`config.mk`:
```
export PLATFORM = sky130hd
export DESIGN_NAME = seg_ea_gen
export DESIGN_NICKNAME = d
export VERILOG_FILES = /design/src/rtl/ea_pkg.sv /design/src/rtl/ea_size_ctl.sv /design/src/rtl/ea_adder.sv /design/src/rtl/ea_seg_check.sv /design/src/rtl/seg_ea_gen.sv
export SDC_FILE = /design/constraint.sdc
export NUM_CORES = 1
export LEC_CHECK = 0
export ABC_AREA = 0
export BUFFER_PORTS_ARGS = -buffer_cell sky130_fd_sc_hd__buf_4
export CAP_MARGIN = 20
export CORE_MARGIN = 3
export CORE_UTILIZATION = 55
export CTS_CLUSTER_SIZE = 24
export DETAILED_ROUTE_END_ITERATION = 12
export PLACE_DENSITY = 0.77
export SYNTH_ARGS = -nofsm -noshare
export SYNTH_HDL_FRONTEND = slang
export SYNTH_SLANG_ARGS = --single-unit
```
`constraint.sdc`:
```
create_clock -name clk -period 12.8 [get_ports clk]
set_input_delay 1.92 -clock clk [delete_from_list [all_inputs] [get_ports clk]]
set_output_delay 1.92 -clock clk [all_outputs]
set_load 0.03 [all_outputs]
```
`src/rtl/ea_pkg.sv`:
```
package ea_pkg;
  parameter int AW = 32;
  parameter int SW = 3;

  localparam logic [1:0] DSZ_NONE = 2'd0;
  localparam logic [1:0] DSZ_BYTE = 2'd1;
  localparam logic [1:0] DSZ_FULL = 2'd2;

  typedef enum logic {ST_IDLE, ST_SECOND} ea_state_e;

  typedef struct packed {
    logic          use_base;
    logic          use_index;
    logic [1:0]    scale_code;
    logic [1:0]    disp_size;
    logic [SW-1:0] base_sel;
    logic [SW-1:0] index_sel;
    logic [AW-1:0] base_val;
    logic [AW-1:0] index_val;
    logic [AW-1:0] disp_val;
    logic          cs_dflt32;
    logic          asz_ovr;
    logic          real_mode;
    logic [AW-1:0] seg_base;
    logic [AW-1:0] seg_limit;
  } ea_req_t;
endpackage

```
`src/rtl/ea_size_ctl.sv`:
```
module ea_size_ctl #(
  parameter int SW      = 3,
  parameter int SP_CODE = 4,
  parameter int BX_CODE = 3,
  parameter int BP_CODE = 5,
  parameter int SI_CODE = 6,
  parameter int DI_CODE = 7
) (
  input  logic          cs_dflt32,
  input  logic          asz_ovr,
  input  logic          real_mode,
  input  logic          use_base,
  input  logic          use_index,
  input  logic [1:0]    scale_code,
  input  logic [1:0]    disp_size,
  input  logic [SW-1:0] base_sel,
  input  logic [SW-1:0] index_sel,
  output logic          wide,
  output logic          bad_form
);
  localparam logic [SW-1:0] SP = SW'(SP_CODE);
  localparam logic [SW-1:0] BX = SW'(BX_CODE);
  localparam logic [SW-1:0] BP = SW'(BP_CODE);
  localparam logic [SW-1:0] SI = SW'(SI_CODE);
  localparam logic [SW-1:0] DI = SW'(DI_CODE);

  logic dflt_wide;
  logic narrow_base_ok;
  logic narrow_index_ok;

  always_comb begin
    dflt_wide       = real_mode ? 1'b0 : cs_dflt32;
    wide            = dflt_wide ^ asz_ovr;
    narrow_base_ok  = (base_sel == BX) || (base_sel == BP);
    narrow_index_ok = (index_sel == SI) || (index_sel == DI);
    bad_form        = (disp_size == 2'd3);
    if (wide) begin
      if (use_index && (index_sel == SP)) bad_form = 1'b1;
    end else begin
      if (use_base && !narrow_base_ok)     bad_form = 1'b1;
      if (use_index && !narrow_index_ok)   bad_form = 1'b1;
      if (use_index && (scale_code != 2'd0)) bad_form = 1'b1;
    end
  end
endmodule

```
`src/rtl/ea_adder.sv`:
```
module ea_adder #(
  parameter int AW = 32,
  parameter int NW = 16
) (
  input  logic          wide,
  input  logic          use_base,
  input  logic          use_index,
  input  logic [1:0]    scale_code,
  input  logic [1:0]    disp_size,
  input  logic [AW-1:0] base_val,
  input  logic [AW-1:0] index_val,
  input  logic [AW-1:0] disp_val,
  output logic [AW-1:0] ea
);
  logic [AW-1:0] disp_ext;
  logic [AW-1:0] base_term;
  logic [AW-1:0] index_term;
  logic [AW-1:0] raw_sum;

  always_comb begin
    case (disp_size)
      ea_pkg::DSZ_BYTE: disp_ext = {{(AW-8){disp_val[7]}}, disp_val[7:0]};
      ea_pkg::DSZ_FULL: disp_ext = disp_val;
      default:          disp_ext = '0;
    endcase
    base_term  = use_base ? base_val : '0;
    index_term = use_index ? index_val : '0;
    if (wide) index_term = index_term << scale_code;
    raw_sum = base_term + index_term + disp_ext;
  end

  generate
    if (AW > NW) begin : g_mask
      assign ea = wide ? raw_sum : {{(AW-NW){1'b0}}, raw_sum[NW-1:0]};
    end else begin : g_flat
      assign ea = raw_sum;
    end
  endgenerate
endmodule

```
`src/rtl/ea_seg_check.sv`:
```
module ea_seg_check #(
  parameter int AW = 32,
  parameter int NW = 16
) (
  input  logic [AW-1:0] ea,
  input  logic          real_mode,
  input  logic [AW-1:0] seg_base,
  input  logic [AW-1:0] seg_limit,
  output logic [AW-1:0] lin_addr,
  output logic          gp_fault
);
  logic over_real;
  logic over_limit;

  generate
    if (AW > NW) begin : g_hi
      assign over_real = |ea[AW-1:NW];
    end else begin : g_nohi
      assign over_real = 1'b0;
    end
  endgenerate

  always_comb begin
    over_limit = ea > seg_limit;
    gp_fault   = real_mode ? over_real : over_limit;
    lin_addr   = seg_base + ea;
  end
endmodule

```
`src/rtl/seg_ea_gen.sv`:
```
module seg_ea_gen #(
  parameter int AW = ea_pkg::AW,
  parameter int SW = ea_pkg::SW,
  parameter int NW = 16
) (
  input  logic          clk,
  input  logic          rst,
  input  logic          req_valid,
  output logic          req_ready,
  input  logic          use_base,
  input  logic          use_index,
  input  logic [1:0]    scale_code,
  input  logic [1:0]    disp_size,
  input  logic [SW-1:0] base_sel,
  input  logic [SW-1:0] index_sel,
  input  logic [AW-1:0] base_val,
  input  logic [AW-1:0] index_val,
  input  logic [AW-1:0] disp_val,
  input  logic          cs_dflt32,
  input  logic          asz_ovr,
  input  logic          real_mode,
  input  logic [AW-1:0] seg_base,
  input  logic [AW-1:0] seg_limit,
  output logic          out_valid,
  output logic [AW-1:0] ea,
  output logic [AW-1:0] lin_addr,
  output logic          gp_fault,
  output logic          bad_form
);
  import ea_pkg::*;

  ea_state_e     state;
  ea_req_t       live_req;
  ea_req_t       hold_req;
  ea_req_t       src;
  logic          fire;
  logic          split;
  logic          c_wide;
  logic          c_bad;
  logic [AW-1:0] c_ea;
  logic [AW-1:0] c_lin;
  logic          c_fault;

  logic          valid_q;
  logic [AW-1:0] ea_q;
  logic [AW-1:0] lin_q;
  logic          fault_q;
  logic          bad_q;
  logic          wide_q;
  logic          real_q;
  logic [AW-1:0] limit_q;

  always_comb begin
    live_req.use_base   = use_base;
    live_req.use_index  = use_index;
    live_req.scale_code = scale_code;
    live_req.disp_size  = disp_size;
    live_req.base_sel   = base_sel;
    live_req.index_sel  = index_sel;
    live_req.base_val   = base_val;
    live_req.index_val  = index_val;
    live_req.disp_val   = disp_val;
    live_req.cs_dflt32  = cs_dflt32;
    live_req.asz_ovr    = asz_ovr;
    live_req.real_mode  = real_mode;
    live_req.seg_base   = seg_base;
    live_req.seg_limit  = seg_limit;
  end

  assign req_ready = (state == ST_IDLE);
  assign fire      = req_valid && req_ready;
  assign split     = use_base && use_index;
  assign src       = (state == ST_SECOND) ? hold_req : live_req;

  ea_size_ctl #(.SW(SW)) u_size (
    .cs_dflt32 (src.cs_dflt32),
    .asz_ovr   (src.asz_ovr),
    .real_mode (src.real_mode),
    .use_base  (src.use_base),
    .use_index (src.use_index),
    .scale_code(src.scale_code),
    .disp_size (src.disp_size),
    .base_sel  (src.base_sel),
    .index_sel (src.index_sel),
    .wide      (c_wide),
    .bad_form  (c_bad)
  );

  ea_adder #(.AW(AW), .NW(NW)) u_add (
    .wide      (c_wide),
    .use_base  (src.use_base),
    .use_index (src.use_index),
    .scale_code(src.scale_code),
    .disp_size (src.disp_size),
    .base_val  (src.base_val),
    .index_val (src.index_val),
    .disp_val  (src.disp_val),
    .ea        (c_ea)
  );

  ea_seg_check #(.AW(AW), .NW(NW)) u_seg (
    .ea        (c_ea),
    .real_mode (src.real_mode),
    .seg_base  (src.seg_base),
    .seg_limit (src.seg_limit),
    .lin_addr  (c_lin),
    .gp_fault  (c_fault)
  );

  always_ff @(posedge clk) begin
    if (rst) begin
      state    <= ST_IDLE;
      hold_req <= '0;
      valid_q  <= 1'b0;
      ea_q     <= '0;
      lin_q    <= '0;
      fault_q  <= 1'b0;
      bad_q    <= 1'b0;
      wide_q   <= 1'b0;
      real_q   <= 1'b0;
      limit_q  <= '0;
    end else begin
      valid_q <= 1'b0;
      if ((state == ST_SECOND) || (fire && !split)) begin
        valid_q <= 1'b1;
        ea_q    <= c_ea;
        lin_q   <= c_lin;
        fault_q <= c_fault;
        bad_q   <= c_bad;
        wide_q  <= c_wide;
        real_q  <= src.real_mode;
        limit_q <= src.seg_limit;
      end
      if (state == ST_SECOND) begin
        state <= ST_IDLE;
      end else if (fire && split) begin
        hold_req <= live_req;
        state    <= ST_SECOND;
      end
    end
  end

  assign out_valid = valid_q;
  assign ea        = ea_q;
  assign lin_addr  = lin_q;
  assign gp_fault  = fault_q;
  assign bad_form  = bad_q;

  AST_SINGLE_LATENCY: assert property (@(posedge clk) disable iff (rst)
    (req_valid && req_ready && !(use_base && use_index)) |=> out_valid);

  AST_SPLIT_STALL: assert property (@(posedge clk) disable iff (rst)
    (req_valid && req_ready && use_base && use_index) |=> (!out_valid && !req_ready));

  AST_SPLIT_DONE: assert property (@(posedge clk) disable iff (rst)
    (req_valid && req_ready && use_base && use_index) |-> ##2 (out_valid && req_ready));

  AST_NARROW_WRAP: assert property (@(posedge clk) disable iff (rst)
    (out_valid && !wide_q) |-> (ea[AW-1:NW] == '0));

  AST_REAL_CEILING: assert property (@(posedge clk) disable iff (rst)
    (out_valid && real_q && !gp_fault) |-> (ea[AW-1:NW] == '0));

  AST_LIMIT_RESPECTED: assert property (@(posedge clk) disable iff (rst)
    (out_valid && !real_q && !gp_fault) |-> (ea <= limit_q));
endmodule

```
==> flow_summary.ini, run 1 <==
[detailed_routing]
antenna_left = 0
drt-pass1-iter-count = 5
drc = 0
wirelength_um = 50200
viasPerCell = 5.892
routedWlPerCell_um = 18.40
drtIter0Drc = 1391
routed-via-count = 16080

[setup_path]
cp_max_fo = 56
reg2reg_to = lin_addr[31]
worstPathArrival_ns = 9.61
cpPeakStageDelay_ns = 0.97
cp_slowest_cell = dfxtp_4
cp-start-kind = flop
cp.required_ns = 13.27
r2r-start = state
worst-r2r-cell-count = 30
rrSetupSlack_ns = 3.67
critical_path_class = reg2reg
end_kind = flop

[pwr]
switchingPower_mw = 0.9787
p_int_mw = 1.708
peakVddDrop_uv = 104.5
pwr-share-comb_pct = 37.9
p_per_area_mw_per_mm2 = 136.2
p_sw_share_pct = 36.43
seqPwrFrac_pct = 31.4
power_leakage_nw = 8.036
p_clk_share_pct = 30.7

[synthesis]
yosysWarnings = 0
syn_area_mm2 = 0.01674
syn-num-nets = 2461
synthFlopType = dfxtp_1
avgSynthCellArea_um2 = 7.742
ys_seq_area_share_pct = 29.06
async_reset_ff_share_pct = 0
synth_edf_count = 0
ys_seq_elements = 243
syn_inst = 2162
synthDistinctLibCells = 74

[clock_tree]
cts_sinks = 243
cts_buffers = 28
cts_tree = yes
holdBufCountCts = 0
cts_root_buf = clkbuf_16
worstSkewPairLatency_ns = 0.56
cts_setup_buffers = 0
cts-htree-levels = 1
clk_pin_slew_ns = 0.06
cts.repair.resized = 0
ctsLongestPathBuffers = 3

[floorplanning]
rows = 63
dieArea_mm2 = 0.03256
pin_count = 246
core_mm2 = 0.02980
die_y_um = 180.4
initial_core_util_pct = 56.17
die_w_um = 180.4

[timing]
setup_tns_ns = 0
setup_viol_count_final = 0
fmax_ghz = 0.1095
worstMarginPinSlew_ns = 1.059
hold_viol_final = 0
grt_setup_unrepaired = no
clock_skew_ns = 0.02478
finalCritPeriodShare_pct = 71.36
slew_headroom_pct = 29.41
maxSlewViolCount = 0
finalCriticalPeriod_ns = 9.134

[place]
hpwl_um = 36630
dp.cells = 2676
port_buffers = 245
gp_congestion = 0.9050

[finish]
nFillCells = 2557
final_nets = 2616
instances_no_fill = 2729
drive_above_1_share_pct = 18.98
area_growth_pct = 17.84
num_antenna_cells = 0

[global_routing]
grt_max_degree = 99
first_global_vias = 15038
grtUsageTotal_pct = 29.27
grt_pass1_wl_um = 79280
grt_overflow_total = 0
antenna_found_initial = 0

[worst_hold_path]
hold_class = reg2reg
hp-start = lin_addr[0]
hold_path_end = lin_addr[0]
whs_path_depth = 2

[outcome]
status = finished, final reports clean

[run]
maxCapViolCount = 0
## cell type report
class	instances	area, µm²	share of cell area, %
clock buffer	37	815.8	4.136
clock inverter	15	147.6	0.7486
inverter	56	210.2	1.066
multi-input combinational	1723	11180	56.68
sequential	243	4868	24.68
tap	390	488.0	2.474
timing repair buffer	265	2013	10.21
## critical path: cells and delay by family (launching register included)
family,cells,cell delay [ns]
xor gates and xnor gates,2,0.38
and+or+nand+nor,4,0.69
AOI/OAI and AO/OA,15,4.23
muxes,1,0.30
adders and majority gates,4,1.46
DFF,1,0.97
buffers and inverters,4,0.94
## how the worst max path moves through the flow
stage	from	to	depth (start not counted)
after CTS	real_mode	lin_addr[31]	29
after global placement	real_mode	lin_addr[31]	29
after global routing	state	lin_addr[31]	30
final	state	lin_addr[31]	30
after detailed placement	real_mode	lin_addr[31]	29
after floorplan	state	lin_addr[31]	36
## cells by family after synthesis
kind of cell / count (synthesis) / synth area share (%)
DFF: 243 / 29.06
xor gates and xnor gates: 59 / 3.087
AOI/OAI and AO/OA: 515 / 18.35
muxes: 207 / 14.05
and+or+nand+nor: 815 / 20.12
adders and majority gates: 127 / 10.88
buffers and inverters: 196 / 4.440
## layout by cell type (no fill, tap or decap), types with 4 or more instances in the layout
cell type	n
mux4_2	13
nand4_1	7
a211o_1	4
maj3_1	6
xor2_1	20
and2_1	6
o21bai_1	6
clkbuf_16	29
or3_1	5
nand2_1	556
nand3_1	24
o21a_1	14
or2_2	6
clkinv_2	6
clkbuf_8	6
nor2_1	122
o211ai_1	9
dfxtp_1	242
a31oi_1	14
mux2i_1	100
inv_1	55
xnor2_1	39
a21boi_0	4
fa_1	33
nand3b_1	4
nand2b_1	9
o21ai_1	5
and3_1	9
nor3_1	35
a211oi_1	27
o31ai_1	5
a21oi_1	296
a2111oi_0	6
a21o_1	40
mux2_2	89
nor2b_1	11
o21ai_0	50
buf_4	263
ha_1	88
## registers in the layout, summed over array words and instances (netlist names)
| name | flops |
|---|---|
| hold_req | 175 |
| ea | 32 |
| lin_addr | 32 |
| bad_form | 1 |
| gp_fault | 1 |
| out_valid | 1 |
| state | 1 |
## power by group through the flow
stage	combinational, mW	clock (mW)	sequential (mW)
2_1_floorplan	0.637	0	0.917
3_3_place_gp	0.981	0	0.857
3_5_place_dp	0.996	0	0.860
4_1_cts	1.01	0.836	0.843
5_1_grt	1.12	0.874	0.849
6_report	1.02	0.825	0.844
## metrics by stage
stage | instance area [µm²] | worst slack, ns | utilization [%] | hold WS, ns | total power, mW
5_1_grt | 19720 | 2.844 | 66.19 | 0.4653 | 2.839
3_5_place_dp | 18730 | 2.913 | 62.87 | 0.4441 | 1.856
6_report | 19720 | 3.666 | 66.19 | 0.4515 | 2.686
2_1_floorplan | 16740 | 3.936 | - | 0.4329 | 1.554
4_1_cts | 19700 | 3.427 | 66.10 | 0.4526 | 2.685
3_3_place_gp | 18730 | 3.094 | 62.87 | 0.4377 | 1.838
## metal layers
metal,track usage (%),routed length (µm)
met1,40.81,21990
met2,47.37,22970
met3,4.098,3648
met4,8.812,1586
met5,0,0
## Yosys cell counts, types with 3 or more instances
| library cell | instances | area share (%) |
|---|---|---|
| nand2_1 | 557 | 12 |
| a21oi_1 | 297 | 8.9 |
| dfxtp_1 | 243 | 29 |
| nor2_1 | 123 | 2.8 |
| clkbuf_1 | 116 | 2.6 |
| mux2i_1 | 103 | 6.2 |
| mux2_2 | 89 | 6.0 |
| ha_1 | 88 | 6.6 |
| inv_1 | 55 | 1.2 |
| o21ai_0 | 50 | 1.5 |
| a21o_1 | 40 | 1.8 |
| xnor2_1 | 39 | 2.0 |
| nor3_1 | 35 | 1.0 |
| fa_1 | 33 | 3.9 |
| a211oi_1 | 27 | 1.2 |
| nand3_1 | 24 | 0.72 |
| xor2_1 | 20 | 1.0 |
| buf_1 | 18 | 0.40 |
| a31oi_1 | 14 | 0.52 |
| o21a_1 | 14 | 0.63 |
| mux4_2 | 13 | 1.7 |
| nor2b_1 | 11 | 0.41 |
| and3_1 | 9 | 0.34 |
| nand2b_1 | 9 | 0.34 |
| o211ai_1 | 9 | 0.40 |
| nand4_1 | 7 | 0.26 |
| a2111oi_0 | 6 | 0.31 |
| and2_1 | 6 | 0.22 |
| buf_2 | 6 | 0.18 |
| maj3_1 | 6 | 0.36 |
| o21bai_1 | 6 | 0.27 |
| or2_2 | 6 | 0.22 |
| o21ai_1 | 5 | 0.15 |
| o31ai_1 | 5 | 0.22 |
| or3_1 | 5 | 0.19 |
| a211o_1 | 4 | 0.21 |
| a21boi_0 | 4 | 0.18 |
| nand3b_1 | 4 | 0.18 |
| nor3b_1 | 4 | 0.18 |
| a41oi_1 | 3 | 0.16 |
| and4_1 | 3 | 0.16 |
| o22ai_1 | 3 | 0.11 |
(Power assumes the default switching activity.)
==> run 2, diff against run 1 <==
- CORE_UTILIZATION: 55 -> 53
- PLACE_DENSITY: 0.77 -> 0.78
- clock period: 12.8 -> 8.2 ns (I/O delays scaled with it)
==> run 2 against run 1 <==
Clock power grew 45%. Total power grew 56%. Count of clock-buffer cells in the layout grew 2. Wire length grew 2.2%. Register-to-register slack lost 3.2 ns. Global-route usage shrank 0.32 points. Die area grew 3.6%. Clock skew grew 0.0047 ns. Critical path depth shrank 1. Cell count grew 1.5%. Critical endpoint unchanged.
==> flow_summary.ini, run 2 (synthesis gave the netlist of run 1 again) <==
[floorplanning]
pin_count = 246
dieArea_mm2 = 0.03375
rows = 64
core_mm2 = 0.03083
die_w_um = 183.7
die_y_um = 183.7
initial_core_util_pct = 54.29

[setup_path]
worstPathArrival_ns = 8.27
cp.required_ns = 8.68
reg2reg_to = lin_addr[31]
r2r-start = state
critical_path_class = in2reg
cp_max_fo = 6
rrSetupSlack_ns = 0.49
worst-r2r-cell-count = 28
cp_slowest_cell = a2111oi_1
cp-start-kind = primary input
cp-startpoint = real_mode
end_kind = flop
cpPeakStageDelay_ns = 0.55

[pwr]
p_sw_share_pct = 37.41
peakVddDrop_uv = 256.3
seqPwrFrac_pct = 31.4
power_leakage_nw = 8.167
p_per_area_mw_per_mm2 = 210.7
switchingPower_mw = 1.569
p_clk_share_pct = 28.7
pwr-share-comb_pct = 40.0
p_int_mw = 2.625

[clock_tree]
holdBufCountCts = 0
clk_pin_slew_ns = 0.06
worstSkewPairLatency_ns = 0.57
cts-htree-levels = 1
ctsLongestPathBuffers = 3
cts.repair.resized = 0
cts_root_buf = clkbuf_16
cts_sinks = 243
cts_buffers = 28
cts_setup_buffers = 0
cts_tree = yes

[finish]
top_register = hold_req
largest_reg_flops = 175
num_antenna_cells = 0
final_area_mm2 = 0.01991
final_nets = 2651
area_growth_pct = 18.95
final_cell_mix = nand2_1 (556), buf_4 (298), a21oi_1 (296)
final_util_pct = 64.58
drive_above_1_share_pct = 19.97
instances_no_fill = 2769
final_common_cell = nand2_1

[timing]
maxSlewViolCount = 0
fmax_ghz = 0.1284
finalCritPeriodShare_pct = 94.98
hold_viol_final = 0
finalCriticalPeriod_ns = 7.789
worstMarginPinSlew_ns = 1.070
clock_skew_ns = 0.02952
slew_headroom_pct = 28.65
setup_viol_count_final = 0
timing.final.ws_setup_ns = 0.4113
grt_setup_unrepaired = no
setup_tns_ns = 0

[detailed_routing]
drt-pass1-iter-count = 5
antenna_left = 0
viasPerCell = 5.855
drc = 0
routed-via-count = 16213
routedWlPerCell_um = 18.53
wirelength_um = 51300
drtIter0Drc = 1508

[global_routing]
first_global_vias = 15063
grt_max_degree = 100
grtUsageTotal_pct = 28.95
antenna_found_initial = 0
grt_overflow_total = 0
grt_pass1_wl_um = 79520

[place]
hpwl_um = 38090
dp.cells = 2718
gp_congestion = 0.9284
port_buffers = 245
post-place-ws_ns = 0.007695
post_dp_cell_area_mm2 = 0.01902

[worst_hold_path]
whs_path_depth = 2
hold_path_end = hold_req[82]
hp-start = hold_req[82]
hold_class = reg2reg

[outcome]
status = finished, final reports clean

[run]
maxCapViolCount = 0
==> run 2: metal layers <==
metal	GRT usage, %	vias up	wire, µm
met5	0	-	0
met4	9.132	0	1755
met3	5.144	112	4373
met2	46.25	696	23070
met1	40.09	7563	22100
li1	-	7842	-
==> run 2: worst max-delay path by stage <==
stage	cells past startpoint	end
floorplan	36	lin_addr[31]
global placement	29	lin_addr[31]
detailed placement	29	lin_addr[31]
CTS	28	lin_addr[31]
global route	28	lin_addr[31]
finish	29	lin_addr[31]
==> run 2: power by group through the flow <==
stage	combinational [mW]	sequential, mW	clock, mW
detailed placement	1.64	1.34	0
global route	1.82	1.32	1.27
global placement	1.61	1.34	0
CTS	1.65	1.31	1.22
floorplan	0.995	1.43	0
finish	1.68	1.32	1.20
==> run 2: stage by stage <==
| stage | hold WS (ns) | total power, mW |
|---|---|---|
| after floorplan | 0.4329 | 2.426 |
| after global placement | 0.4376 | 2.944 |
| after detailed placement | 0.4436 | 2.976 |
| after CTS | 0.4533 | 4.182 |
| after global routing | 0.4658 | 4.411 |
| final | 0.4514 | 4.194 |
==> run 2: layout make-up <==
class                   count  area (µm²)
clock inverters            12       93.84
fillers                  2668       10920
repair buffers            300        2268
multi-input cells        1723       11180
well taps                 396       495.5
flip-flops and latches    243        4868
clock buffers              39       792.0
inverters                  56       210.2
==> run 2: worst max-delay path: cells and delay by family <==
kind                     cells  cell delay (ns)
buffers and inverters        2             0.23
AND/OR/NAND/NOR              4             0.87
adder cells (fa/ha/maj)      3             0.97
XOR/XNOR                     2             0.30
multiplexers                 1             0.43
AO/OA/AOI/OAI               17             4.24
==> run 3, diff against run 2 <==
- PLACE_DENSITY: 0.78 -> 0.81
==> run 3 against run 2 <==
Hold slack worse by 0.00090 ns. Critical path depth stayed put. Global-route usage is 0.59 points higher. Largest power group unchanged.
==> flow_summary.ini, run 3 (synthesis gave the netlist of run 1 again) <==
[detailed_routing]
routedWlPerCell_um = 18.70
wirelength_um = 51940
drtIter0Drc = 1580
viasPerCell = 5.884
routed-via-count = 16346
drt-pass1-iter-count = 6
drc = 0
antenna_left = 0

[global_routing]
antenna_found_initial = 1
grtUsageTotal_pct = 29.54
grt_max_degree = 103
first_global_vias = 15594
grt_pass1_wl_um = 81220
grt_overflow_total = 0

[place]
port_buffers = 245
hpwl_um = 38900
post-place-ws_ns = 0.1384
gp_congestion = 0.9290

[finish]
final_cell_mix = nand2_1 (556), buf_4 (308), a21oi_1 (296)
final_nets = 2661
top_register = hold_req
final_common_cell = nand2_1
largest_reg_flops = 175
area_growth_pct = 19.29
num_antenna_cells = 0
drive_above_1_share_pct = 20.19

[setup_path]
worst-r2r-cell-count = 29
crit_cells = 29
cp_max_fo = 28
worstPathArrival_ns = 8.09
cpPeakStageDelay_ns = 0.67
cp-start-kind = flop
end_kind = flop
path_delay_family = compound AO/OA/AOI/OAI gates
critical_path_class = reg2reg
path_buf_inv = 2
cp.required_ns = 8.68
cp_slowest_cell = dfxtp_4

[timing]
maxSlewViolCount = 0
clock_skew_ns = 0.01771
slew_headroom_pct = 33.65
finalCritPeriodShare_pct = 92.79
hold_viol_final = 0
grt_setup_unrepaired = no
setup_viol_count_final = 0
worstMarginPinSlew_ns = 0.9952
timing.final.ws_setup_ns = 0.5912
finalCriticalPeriod_ns = 7.609
setup_tns_ns = 0
fmax_ghz = 0.1314

[clock_tree]
clk_pin_slew_ns = 0.07
cts_buffers = 27
cts.repair.resized = 0
cts_setup_buffers = 0
cts-htree-levels = 1
ctsLongestPathBuffers = 3
cts_tree = yes
holdBufCountCts = 0
cts_sinks = 243
worstSkewPairLatency_ns = 0.56
cts_root_buf = clkbuf_16

[pwr]
p_per_area_mw_per_mm2 = 209.4
power_leakage_nw = 8.208
peakVddDrop_uv = 152.8
p_total_mw = 4.180

[floorplanning]
die_y_um = 183.7
initial_core_util_pct = 54.29
core_mm2 = 0.03083
die_w_um = 183.7
dieArea_mm2 = 0.03375
rows = 64
pin_count = 246

[run]
maxCapViolCount = 0

[worst_hold_path]
whs_path_depth = 2
hold_class = reg2reg

[outcome]
status = finished, final reports clean
[run 3: changes by cell type in the layout (fill, tap and decap cells not counted), sizes merged]
| cell | before | now |
|---|---|---|
| inv | 57 | 58 |
| clkinvlp | 2 | 1 |
| clkbuf | 39 | 41 |
| clkinv | 9 | 5 |
| buf | 300 | 311 |
[run 3: tightest hold or removal path, stage by stage, from the launching register on]
cell	delay (ns)
dfxtp_1	0.31
nand2_1	0.05
a21oi_1	0.05
[run 3: final timing paths]
kind              slack, ns   start      endpoint
setup / recovery       0.59   state  lin_addr[31]
hold / removal         0.45  ea[13]        ea[13]
setup reg to reg       0.59   state  lin_addr[31]
hold reg to reg        0.45  ea[13]        ea[13]
[run 3: metrics by stage]
stage / util [%] / hold slack [ns] / instance area (µm²) / instances
global placement: 62.01 / 0.4378 / 19120 / 2729
global route: 64.76 / 0.4679 / 19970 / 2778
floorplan: - / 0.4329 / 16750 / 2162
CTS: 64.76 / 0.4511 / 19970 / 2778
finish: 64.76 / 0.4505 / 19970 / 2778
detailed placement: 62.01 / 0.4428 / 19120 / 2729
[run 3: cell type report]
type	count	area (µm²)
inverters	56	210.2
repair buffers	311	2364
clock inverters	8	58.81
multi-input cells	1723	11180
clock buffers	41	788.3
well taps	396	495.5
fillers	2635	10860
flip-flops and latches	243	4868
[run 3: report_power, final]
group / switching, mW / internal, mW / total, mW
clock network: 0.503 / 0.664 / 1.17
registers: 0.0500 / 1.26 / 1.31
logic: 1.01 / 0.692 / 1.70
[run 3: metal layers]
layer | track usage, % | routed length [µm] | vias to the layer above
li1 | - | - | 7874
met1 | 41.18 | 22510 | 7642
met2 | 47.90 | 23270 | 715
met3 | 4.076 | 4384 | 113
met4 | 8.981 | 1766 | 2
met5 | 0 | 16 | -
